===== config.mk =====
export PLATFORM = sky130hd
export DESIGN_NAME = irq_router
export DESIGN_NICKNAME = d
export VERILOG_FILES = /design/src/rtl/irq_router_pkg.sv /design/src/rtl/irq_router_sync.sv /design/src/rtl/irq_router_regs.sv /design/src/rtl/irq_router_chan.sv /design/src/rtl/irq_router.sv
export SDC_FILE = /design/constraint.sdc
export NUM_CORES = 2
export LEC_CHECK = 0
export BUFFER_PORTS_ARGS = -buffer_cell sky130_fd_sc_hd__buf_2
export CORE_MARGIN = 2
export CORE_UTILIZATION = 25
export CTS_BUF_LIST = sky130_fd_sc_hd__clkbuf_8
export DETAILED_ROUTE_END_ITERATION = 12
export REMOVE_ABC_BUFFERS = 1
export SETUP_SLACK_MARGIN = 0.2
export SLEW_MARGIN = 20
export SYNTH_ARGS = -nofsm -noshare
export SYNTH_HDL_FRONTEND = slang
export SYNTH_SLANG_ARGS = --single-unit

===== constraint.sdc =====
create_clock -name clk_i -period 3.3 [get_ports clk_i]
set_input_delay 0.33 -clock clk_i [delete_from_list [all_inputs] [get_ports clk_i]]
set_output_delay 0.33 -clock clk_i [all_outputs]
set_load 0.02 [all_outputs]

===== src/rtl/irq_router_pkg.sv =====
package irq_router_pkg;
  localparam int unsigned WORD_W  = 32;
  localparam int unsigned FIELD_W = 8;
  localparam int unsigned SRC_W   = 7;
  localparam int unsigned SNS_W   = 2;

  typedef enum logic [1:0] {
    SNS_RISE = 2'd0,
    SNS_FALL = 2'd1,
    SNS_HIGH = 2'd2,
    SNS_LOW  = 2'd3
  } sense_e;
endpackage


===== src/rtl/irq_router_sync.sv =====
module irq_router_sync #(
  parameter int unsigned WIDTH  = 86,
  parameter int unsigned STAGES = 2
) (
  input  logic             clk_i,
  input  logic             rst_ni,
  input  logic [WIDTH-1:0] d_i,
  output logic [WIDTH-1:0] q_o
);
  logic [STAGES-1:0][WIDTH-1:0] stage_q;

  for (genvar s = 0; s < STAGES; s++) begin : g_stage
    always_ff @(posedge clk_i or negedge rst_ni) begin
      if (!rst_ni) stage_q[s] <= '0;
      else if (s == 0) stage_q[s] <= d_i;
      else stage_q[s] <= stage_q[(s == 0) ? 0 : s-1];
    end
  end

  assign q_o = stage_q[STAGES-1];
endmodule


===== src/rtl/irq_router_regs.sv =====
module irq_router_regs
  import irq_router_pkg::*;
#(
  parameter int unsigned NUM_CH = 32,
  parameter int unsigned ADDR_W = 4
) (
  input  logic                          clk_i,
  input  logic                          rst_ni,
  input  logic                          we_i,
  input  logic [ADDR_W-1:0]             addr_i,
  input  logic [WORD_W-1:0]             wdata_i,
  output logic [WORD_W-1:0]             rdata_o,
  input  logic [NUM_CH-1:0]             status_i,
  output logic [NUM_CH-1:0][SRC_W-1:0]  src_o,
  output logic [NUM_CH-1:0]             en_o,
  output sense_e [NUM_CH-1:0]           sns_o,
  output logic [NUM_CH-1:0]             clr_o
);
  localparam int unsigned SEL_PER   = WORD_W / FIELD_W;
  localparam int unsigned SNS_PER   = WORD_W / SNS_W;
  localparam int unsigned SEL_WORDS = NUM_CH / SEL_PER;
  localparam int unsigned SNS_WORDS = NUM_CH / SNS_PER;
  localparam int unsigned SNS_BASE  = SEL_WORDS;
  localparam int unsigned STAT_ADDR = SNS_BASE + SNS_WORDS;
  localparam int unsigned CLR_ADDR  = STAT_ADDR + 1;

  logic [SEL_WORDS-1:0][WORD_W-1:0] sel_q;
  logic [SNS_WORDS-1:0][WORD_W-1:0] sns_q;

  for (genvar w = 0; w < SEL_WORDS; w++) begin : g_sel
    always_ff @(posedge clk_i or negedge rst_ni) begin
      if (!rst_ni) sel_q[w] <= '0;
      else if (we_i && addr_i == ADDR_W'(w)) sel_q[w] <= wdata_i;
    end
  end

  for (genvar w = 0; w < SNS_WORDS; w++) begin : g_sns
    always_ff @(posedge clk_i or negedge rst_ni) begin
      if (!rst_ni) sns_q[w] <= '0;
      else if (we_i && addr_i == ADDR_W'(SNS_BASE + w)) sns_q[w] <= wdata_i;
    end
  end

  for (genvar c = 0; c < NUM_CH; c++) begin : g_field
    assign src_o[c] = sel_q[c/SEL_PER][(c%SEL_PER)*FIELD_W +: SRC_W];
    assign en_o[c]  = sel_q[c/SEL_PER][(c%SEL_PER)*FIELD_W + FIELD_W - 1];
    assign sns_o[c] = sense_e'(sns_q[c/SNS_PER][(c%SNS_PER)*SNS_W +: SNS_W]);
  end

  assign clr_o = (we_i && addr_i == ADDR_W'(CLR_ADDR)) ? wdata_i[NUM_CH-1:0] : '0;

  always_comb begin
    rdata_o = '0;
    for (int w = 0; w < SEL_WORDS; w++)
      if (addr_i == ADDR_W'(w)) rdata_o = sel_q[w];
    for (int w = 0; w < SNS_WORDS; w++)
      if (addr_i == ADDR_W'(SNS_BASE + w)) rdata_o = sns_q[w];
    if (addr_i == ADDR_W'(STAT_ADDR)) rdata_o = WORD_W'(status_i);
  end

  // status word is read-only
  p_status_wr_ignored_r10: assert property (@(posedge clk_i) disable iff (!rst_ni)
    (we_i && addr_i == ADDR_W'(STAT_ADDR)) |=> ($stable(sel_q) && $stable(sns_q)));
endmodule


===== src/rtl/irq_router_chan.sv =====
module irq_router_chan
  import irq_router_pkg::*;
#(
  parameter int unsigned NUM_PINS = 86
) (
  input  logic                clk_i,
  input  logic                rst_ni,
  input  logic [NUM_PINS-1:0] pins_i,
  input  logic [SRC_W-1:0]    src_i,
  input  logic                en_i,
  input  sense_e              sns_i,
  input  logic                clr_i,
  output logic                flag_o,
  output logic                req_o
);
  localparam int unsigned PAD_W = 1 << SRC_W;
  localparam logic [SRC_W:0] SRC_LIM = (SRC_W+1)'(NUM_PINS);

  logic [PAD_W-1:0] pad;
  logic valid, pin_lvl, cur, lvl_q, flag_q, flag_d, rise, fall, edge_mode;

  assign pad     = PAD_W'(pins_i);
  assign valid   = {1'b0, src_i} < SRC_LIM;
  assign pin_lvl = valid & pad[src_i];
  // observed level; a source or enable change can move it (glitch edge)
  assign cur     = en_i & pin_lvl;
  assign rise    = cur & ~lvl_q;
  assign fall    = ~cur & lvl_q;
  assign edge_mode = (sns_i == SNS_RISE) || (sns_i == SNS_FALL);

  always_comb begin
    unique case (sns_i)
      SNS_RISE: flag_d = clr_i ? 1'b0 : (flag_q | (en_i & rise));
      SNS_FALL: flag_d = clr_i ? 1'b0 : (flag_q | (en_i & fall));
      SNS_HIGH: flag_d = en_i & valid & pin_lvl;
      default:  flag_d = en_i & valid & ~pad[src_i];
    endcase
  end

  always_ff @(posedge clk_i or negedge rst_ni) begin
    if (!rst_ni) begin
      lvl_q  <= 1'b0;
      flag_q <= 1'b0;
    end else begin
      lvl_q  <= cur;
      flag_q <= flag_d;
    end
  end

  assign flag_o = flag_q;
  assign req_o  = flag_q & en_i;

  p_disabled_no_set_r7: assert property (@(posedge clk_i) disable iff (!rst_ni)
    (!en_i && !flag_q) |=> !flag_q);

  p_bad_src_no_set_r6: assert property (@(posedge clk_i) disable iff (!rst_ni)
    (!valid && $past(!valid) && !flag_q) |=> !flag_q);

  // clear also beats a same-cycle edge
  p_edge_clear_r8: assert property (@(posedge clk_i) disable iff (!rst_ni)
    (clr_i && edge_mode) |=> !flag_q);

  p_level_follow_r5: assert property (@(posedge clk_i) disable iff (!rst_ni)
    (en_i && valid && sns_i == SNS_HIGH) |=> (flag_q == $past(pin_lvl)));
endmodule


===== src/rtl/irq_router.sv =====
module irq_router
  import irq_router_pkg::*;
#(
  parameter int unsigned NUM_PINS    = 86,
  parameter int unsigned NUM_CH      = 32,
  parameter int unsigned SYNC_STAGES = 2,
  parameter int unsigned ADDR_W      = 4
) (
  input  logic                clk_i,
  input  logic                rst_ni,
  input  logic [NUM_PINS-1:0] pins_i,
  input  logic                reg_we_i,
  input  logic [ADDR_W-1:0]   reg_addr_i,
  input  logic [WORD_W-1:0]   reg_wdata_i,
  output logic [WORD_W-1:0]   reg_rdata_o,
  output logic [NUM_CH-1:0]   status_o,
  output logic [NUM_CH-1:0]   irq_o
);
  logic [NUM_PINS-1:0]            pins_s;
  logic [NUM_CH-1:0][SRC_W-1:0]   ch_src;
  logic [NUM_CH-1:0]              ch_en;
  sense_e [NUM_CH-1:0]            ch_sns;
  logic [NUM_CH-1:0]              ch_clr;

  irq_router_sync #(.WIDTH(NUM_PINS), .STAGES(SYNC_STAGES)) u_sync (
    .clk_i  (clk_i),
    .rst_ni (rst_ni),
    .d_i    (pins_i),
    .q_o    (pins_s)
  );

  irq_router_regs #(.NUM_CH(NUM_CH), .ADDR_W(ADDR_W)) u_regs (
    .clk_i    (clk_i),
    .rst_ni   (rst_ni),
    .we_i     (reg_we_i),
    .addr_i   (reg_addr_i),
    .wdata_i  (reg_wdata_i),
    .rdata_o  (reg_rdata_o),
    .status_i (status_o),
    .src_o    (ch_src),
    .en_o     (ch_en),
    .sns_o    (ch_sns),
    .clr_o    (ch_clr)
  );

  for (genvar c = 0; c < NUM_CH; c++) begin : g_chan
    irq_router_chan #(.NUM_PINS(NUM_PINS)) u_chan (
      .clk_i  (clk_i),
      .rst_ni (rst_ni),
      .pins_i (pins_s),
      .src_i  (ch_src[c]),
      .en_i   (ch_en[c]),
      .sns_i  (ch_sns[c]),
      .clr_i  (ch_clr[c]),
      .flag_o (status_o[c]),
      .req_o  (irq_o[c])
    );
  end
endmodule


* Word-level counts from Yosys, hierarchy flattened
Index checks and enable logic that the tools add are counted.
** Cells by class
- Bitwise operators :: 480
- Add/sub/neg operators :: 0
- Eq/ne operators :: 75
- Reduce and logical (&&, ||, !) cells :: 44
- Divide/modulo/power cells :: 0
- Magnitude comparators :: 64
- Muxes and demuxes :: 172
- Shifts and indexed selects :: 0
- $mul :: 0
** Operators by type and width (number)
- 32-bit 2-to-1 mux :: 12
- 1-bit bitwise AND :: 320
- 7-bit by 8-bit < comparator with 1-bit output (second input constant) :: 32
- 1-bit binary-select mux with 7-bit select :: 32
- 7-bit < comparator (second input constant) :: 32
- 1-bit 2-to-1 mux :: 96
- 1-bit inverter :: 96
- 1-bit case mux with 3 select lines :: 32
- 2-bit by 1-bit equality test with 1-bit output (second input constant) :: 32
- 2-bit equality test (second input constant) :: 32
- 2-bit logical NOT :: 32
- 1-bit bitwise OR :: 64
- 4-bit by 3-bit equality test with 1-bit output (second input constant) :: 4
- 4-bit equality test (second input constant) :: 4
- 1-bit logical AND :: 11
- 4-bit by 2-bit equality test with 1-bit output (second input constant) :: 2
- 4-bit by 1-bit equality test with 1-bit output (second input constant) :: 1
- 4-bit logical NOT :: 1
** Word-level totals
- Flip-flop bits (word level) :: 556
- Bits of input ports :: 125
- Output and inout bits :: 96
- Bits in writable memories :: 0
- Memory bits (read-only) :: 0
- Bits in latches :: 0
- Memories :: 0

* Logic depth before layout (Yosys ltp)
- Word-level depth :: 12
- Depth in mapped cells :: 11
- Gate-level depth less buffers :: 7

* By module
From an unflattened synthesis, not the netlist that was laid out.
** Second synthesis, totals
- Cells, all modules :: 4766
- Area, all modules :: 51722.1 µm²
** Modules (own cells, without submodules)
- irq_router_chan at g_chan[19].u_chan ... :: seq. area each 50.0 µm², area each 974.7 µm², cells each 105, instances 22
- irq_router_regs :: seq. area each 8007.7 µm², area each 15244.6 µm², cells each 1158, instances 1
- irq_router_chan at g_chan[0].u_chan ... :: seq. area each 50.0 µm², area each 1008.5 µm², cells each 104, instances 10
- irq_router_sync :: seq. area each 4304.1 µm², area each 4949.7 µm², cells each 258, instances 1

* Worst setup path after synthesis
OpenSTA, ideal clock, no wires.
- Path kind :: input-to-output
- Start :: in reg_addr_i[0]
- End :: out reg_rdata_o[1]
- Slack :: 0.566 ns
- Stages :: 10
- Data arrival time :: 2.404 ns
- Data required time :: 2.970 ns
- Path buffers :: 5
- Cell sequence :: buf_2 > buf_1 > buf_2 > buf_2 > clkbuf_1 > o21ai_0 > a22oi_1 > o211ai_1 > o21ai_0 > nand3_1
** On the way
- Cells in the longest elaborated chain, start to end :: 12
- Elaborated cells on any way between the ends :: 22
- Classes of those cells :: eq/ne (10); mux (11); reduce/logical (1)
** RTL lines
- from (decl) :: RTL line irq_router.sv:13 : input logic [ADDR_W-1:0] reg_addr_i,
- 4-bit logical NOT :: RTL line irq_router_regs.sv:55 : if (addr_i == ADDR_W'(w)) rdata_o = sel_q[w];
- 32-bit 2-to-1 mux (8 in series) :: RTL line irq_router_regs.sv:55
- 32-bit 2-to-1 mux (2 in series) :: RTL line irq_router_regs.sv:57 : if (addr_i == ADDR_W'(SNS_BASE + w)) rdata_o = sns_q[w];
- 32-bit 2-to-1 mux * :: RTL line irq_router_regs.sv:58 : if (addr_i == ADDR_W'(STAT_ADDR)) rdata_o = WORD_W'(status_i);
- to (decl) :: RTL line irq_router.sv:15 : output logic [WORD_W-1:0] reg_rdata_o,
Mark *: on every way between the ends. The rest lies on a longest branch, timed or not.

* Final worst setup path
- Start :: reg u_regs.sel_q (netlist bit u_regs.src_o[101])
- End :: out reg_rdata_o[19]
** On the way
- Cells in the longest elaborated chain, start to end :: 8
** RTL lines
- from (decl) :: RTL line irq_router_regs.sv:27 : logic [SEL_WORDS-1:0][WORD_W-1:0] sel_q;
- from (signal, indexed assignment) :: RTL line irq_router_regs.sv:33 : else if (we_i && addr_i == ADDR_W'(w)) sel_q[w] <= wdata_i;
- 32-bit 2-to-1 mux (5 in series) :: RTL line irq_router_regs.sv:55
- 32-bit 2-to-1 mux (2 in series) :: RTL line irq_router_regs.sv:57
- 32-bit 2-to-1 mux :: RTL line irq_router_regs.sv:58
No other way between the ends.

==> impl_metrics.json <==
{
  "status": "finished, violations left",
  "violations": "setup timing",
  "slew_headroom": 0.368,
  "antenna_found_initial": 37,
  "post-route-period-util": 1.08,
  "min_period_ps": 3560,
  "grt_pass1_vias": 43000,
  "cts_tree": "built",
  "via_per_inst": 6.37,
  "ys_ff_latch": 556,
  "clkTransAtPathRegs_ps": 70,
  "route.detailed.drc": 0,
  "synth_area_leader_cell": "mux4_2",
  "min_path_cells": 2,
  "synth_edf_count": 0,
  "cp.required_ps": 2970,
  "drt-total-wl_um": 263000,
  "cp_slowest_cell": "mux4_2",
  "worst_slew_pin_slew_ps": 938,
  "portBuffers": 220,
  "fin_nets": 4416,
  "grt_max_degree": 127,
  "path_class": "flip-flop to output port",
  "grt_setup_unrepaired": "true",
  "ys.flop_type": "dfrtp_1",
  "wire_per_inst_um": 38.1,
  "sw_frac_of_total": 0.417,
  "async_reset_ff_frac": 1.00,
  "cts_max_level": 3,
  "syn2layout_area_growth_pct": 23.3,
  "clock_latency_ps": 920,
  "placed_area_sq_mm": 0.0538,
  "ios": 221,
  "clock-sinks": 556,
  "syn_area_per_cell_sq_um": 12.0,
  "first_iter_violations": 7118,
  "ff2ff_path_depth": 9,
  "ant_nets": 0,
  "cp-start-kind": "flip-flop",
  "min_to": "u_regs.src_o[61]",
  "grt_use_total": 0.263,
  "min-delay-start": "reg_wdata_i[5]",
  "gp_congestion": 0.993,
  "max_freq_mhz": 281,
  "die_h_um": 442,
  "clock_power_share": 0.212,
  "clock_skew_ps": 92.5,
  "synth_cells": 3983,
  "power_density_mw_per_mm2": 639,
  "cts_made_buffers": 106,
  "cpPeakStageDelay_ps": 480,
  "synth_top_area_frac": 0.330,
  "final-hold-violation-count": 0,
  "ys_types": 78,
  "irDropWorstVdd_mv": 0.340,
  "yosysWarnings": 0,
  "vias": 44000,
  "p_leak_nw": 23.1,
  "fp.dieW_um": 442,
  "reg2reg_to": "g_chan[7].u_chan.flag_o",
  "yosys-top-cells-area": "mux4_2 33%, dfrtp_1 29%, mux2_2 9.1%",
  "setup_ws_ps": -257,
  "p_int_w": 0.0220,
  "cts-root-buf": "clkbuf_8",
  "crit_chain": "mux4_2 > a222oi_1 > a21oi_1 > a21oi_2 > a21oi_1 > buf_4 > a221o_1 > buf_6",
  "fin_util": 0.310,
  "critical_path_arrival_ps": 3230,
  "netlist_area_sq_mm": 0.0479,
  "p_comb_frac": 0.498,
  "first_pass_iters": 8,
  "r2r_slack_ps": 220,
  "grt_pass1_wl_um": 360000,
  "grt-ovfl-total": 0,
  "pwr-share-seq": 0.290,
  "coreArea_sq_mm": 0.190,
  "holdWs_ps": 65.5,
  "final_layout_size_suffix_gt1_frac": 0.501,
  "fin_tns_setup_ps": -969,
  "drv_slew": 0,
  "dieArea_sq_mm": 0.195,
  "fin_area_sq_mm": 0.0591,
  "hpwl_um": 181000,
  "maxCapViolCount": 0,
  "synth_most_common_cell": "mux4_2",
  "crit_fanout": 2,
  "r2r-start": "u_sync.q_o[5]",
  "hold_class": "input pin to flip-flop",
  "initial_core_util": 0.252,
  "synth_common_cells": "703 x mux4_2, 556 x dfrtp_1, 461 x clkbuf_1",
  "fp-row-count": 160,
  "ys_seq_area_frac": 0.290,
  "power_switching_w": 0.0157,
  "cts_buffer_depth": 3,
  "cp-end-kind": "output port",
  "setup_viol": 9,
  "crit_top_cell": "a21oi_1"
}
## sequential cells by signal, indices dropped and copies added (netlist names)
signal / flops
u_sync.stage_q: 86
g_chan.u_chan.lvl_q: 32
u_regs.src_o: 224
u_regs.sns_o: 64
u_sync.q_o: 86
u_regs.en_o: 32
g_chan.u_chan.flag_o: 32
## power groups by stage
stage | Combinational [W] | Clock, W | Sequential [W]
floorplan | 0.00933 | 0 | 0.0113
global placement | 0.0169 | 0 | 0.0112
detailed placement | 0.0171 | 0 | 0.0112
CTS | 0.0182 | 0.00817 | 0.0109
global route | 0.0196 | 0.00845 | 0.0110
finish | 0.0188 | 0.00800 | 0.0109
## per-stage QoR
| step | power (W) | setup WS [ps] | cells |
|---|---|---|---|
| floorplan | 0.0207 | -829 | 3287 |
| global placement | 0.0281 | 15.5 | 6472 |
| detailed placement | 0.0283 | 23.8 | 6472 |
| CTS | 0.0372 | -257 | 6871 |
| global route | 0.0391 | -317 | 6894 |
| finish | 0.0378 | -257 | 6911 |
## placed cells by master, fill, tap and decap left out, drive strengths merged, types with 21 or more instances in the layout
master	count
inv	123
a21oi	160
dfrtp	556
mux4	715
a221oi	22
diode	23
dlygate4sd3	129
nand3	68
a22oi	67
nand2b	37
buf	760
clkbuf	136
a221o	21
nor2	134
o211ai	32
nand3b	21
and2	45
nand2	179
a211o	22
mux2i	206
nor2b	64
nor3	25
mux2	389
o21ai	78
o22ai	25
a222oi	31
## critical path: cells and delay by family (launching register included)
| family | cells | cell delay [ps] |
|---|---|---|
| buffers and inverters | 2 | 310 |
| muxes | 1 | 480 |
| DFF | 1 | 400 |
| AOI/OAI and AO/OA | 5 | 1140 |
## how the worst max path moves through the flow
stage                      startpoint         endpoint
floorplan               reg_addr_i[1]  u_regs.sns_o[0]
global placement        reg_addr_i[1]  reg_rdata_o[17]
detailed placement      reg_addr_i[1]  reg_rdata_o[17]
CTS                  u_regs.src_o[45]  reg_rdata_o[19]
global route         u_regs.src_o[73]  reg_rdata_o[19]
finish              u_regs.src_o[101]  reg_rdata_o[19]
## cell type report
cell class                      count  area (sq um)
Multi-Input combinational cell   2631         30900
Antenna cell                       23          57.6
Tap cell                         2511          3140
Inverter                          100           379
Sequential cell                   556         14000
Clock buffer                      136          1870
Timing Repair Buffer              896          8110
Fill cell                       19100        131000
Clock inverter                     58           554
## kinds of logic (layout without fill, tap and decap cells)
group / count (synthesis) / count (layout) / share of synthesized area
other: 0 / 23 / 0
and+or+nand+nor: 679 / 679 / 0.0725
AOI/OAI and AO/OA: 642 / 642 / 0.0944
muxes: 1310 / 1310 / 0.471
buffers and inverters: 796 / 1190 / 0.0714
DFF: 556 / 556 / 0.290
## repair_timing
item,4_1_cts,5_1_grt
setup buffers,69,17
pin swaps,53,31
hold buffers,129,0
gates cloned,7,0
endpoints found under the hold margin,725,0
resized for setup,164,58
endpoints found under the setup margin,40,38
## per-layer routing
layer / routed length [um] / global-route usage / vias to the layer above
li1: - / - / 16300
met1: 92500 / 0.321 / 22600
met2: 111000 / 0.383 / 4031
met3: 35000 / 0.0893 / 1072
met4: 24400 / 0.195 / 20
met5: 141 / 0 / -
Power figures use the tool's default switching activity.
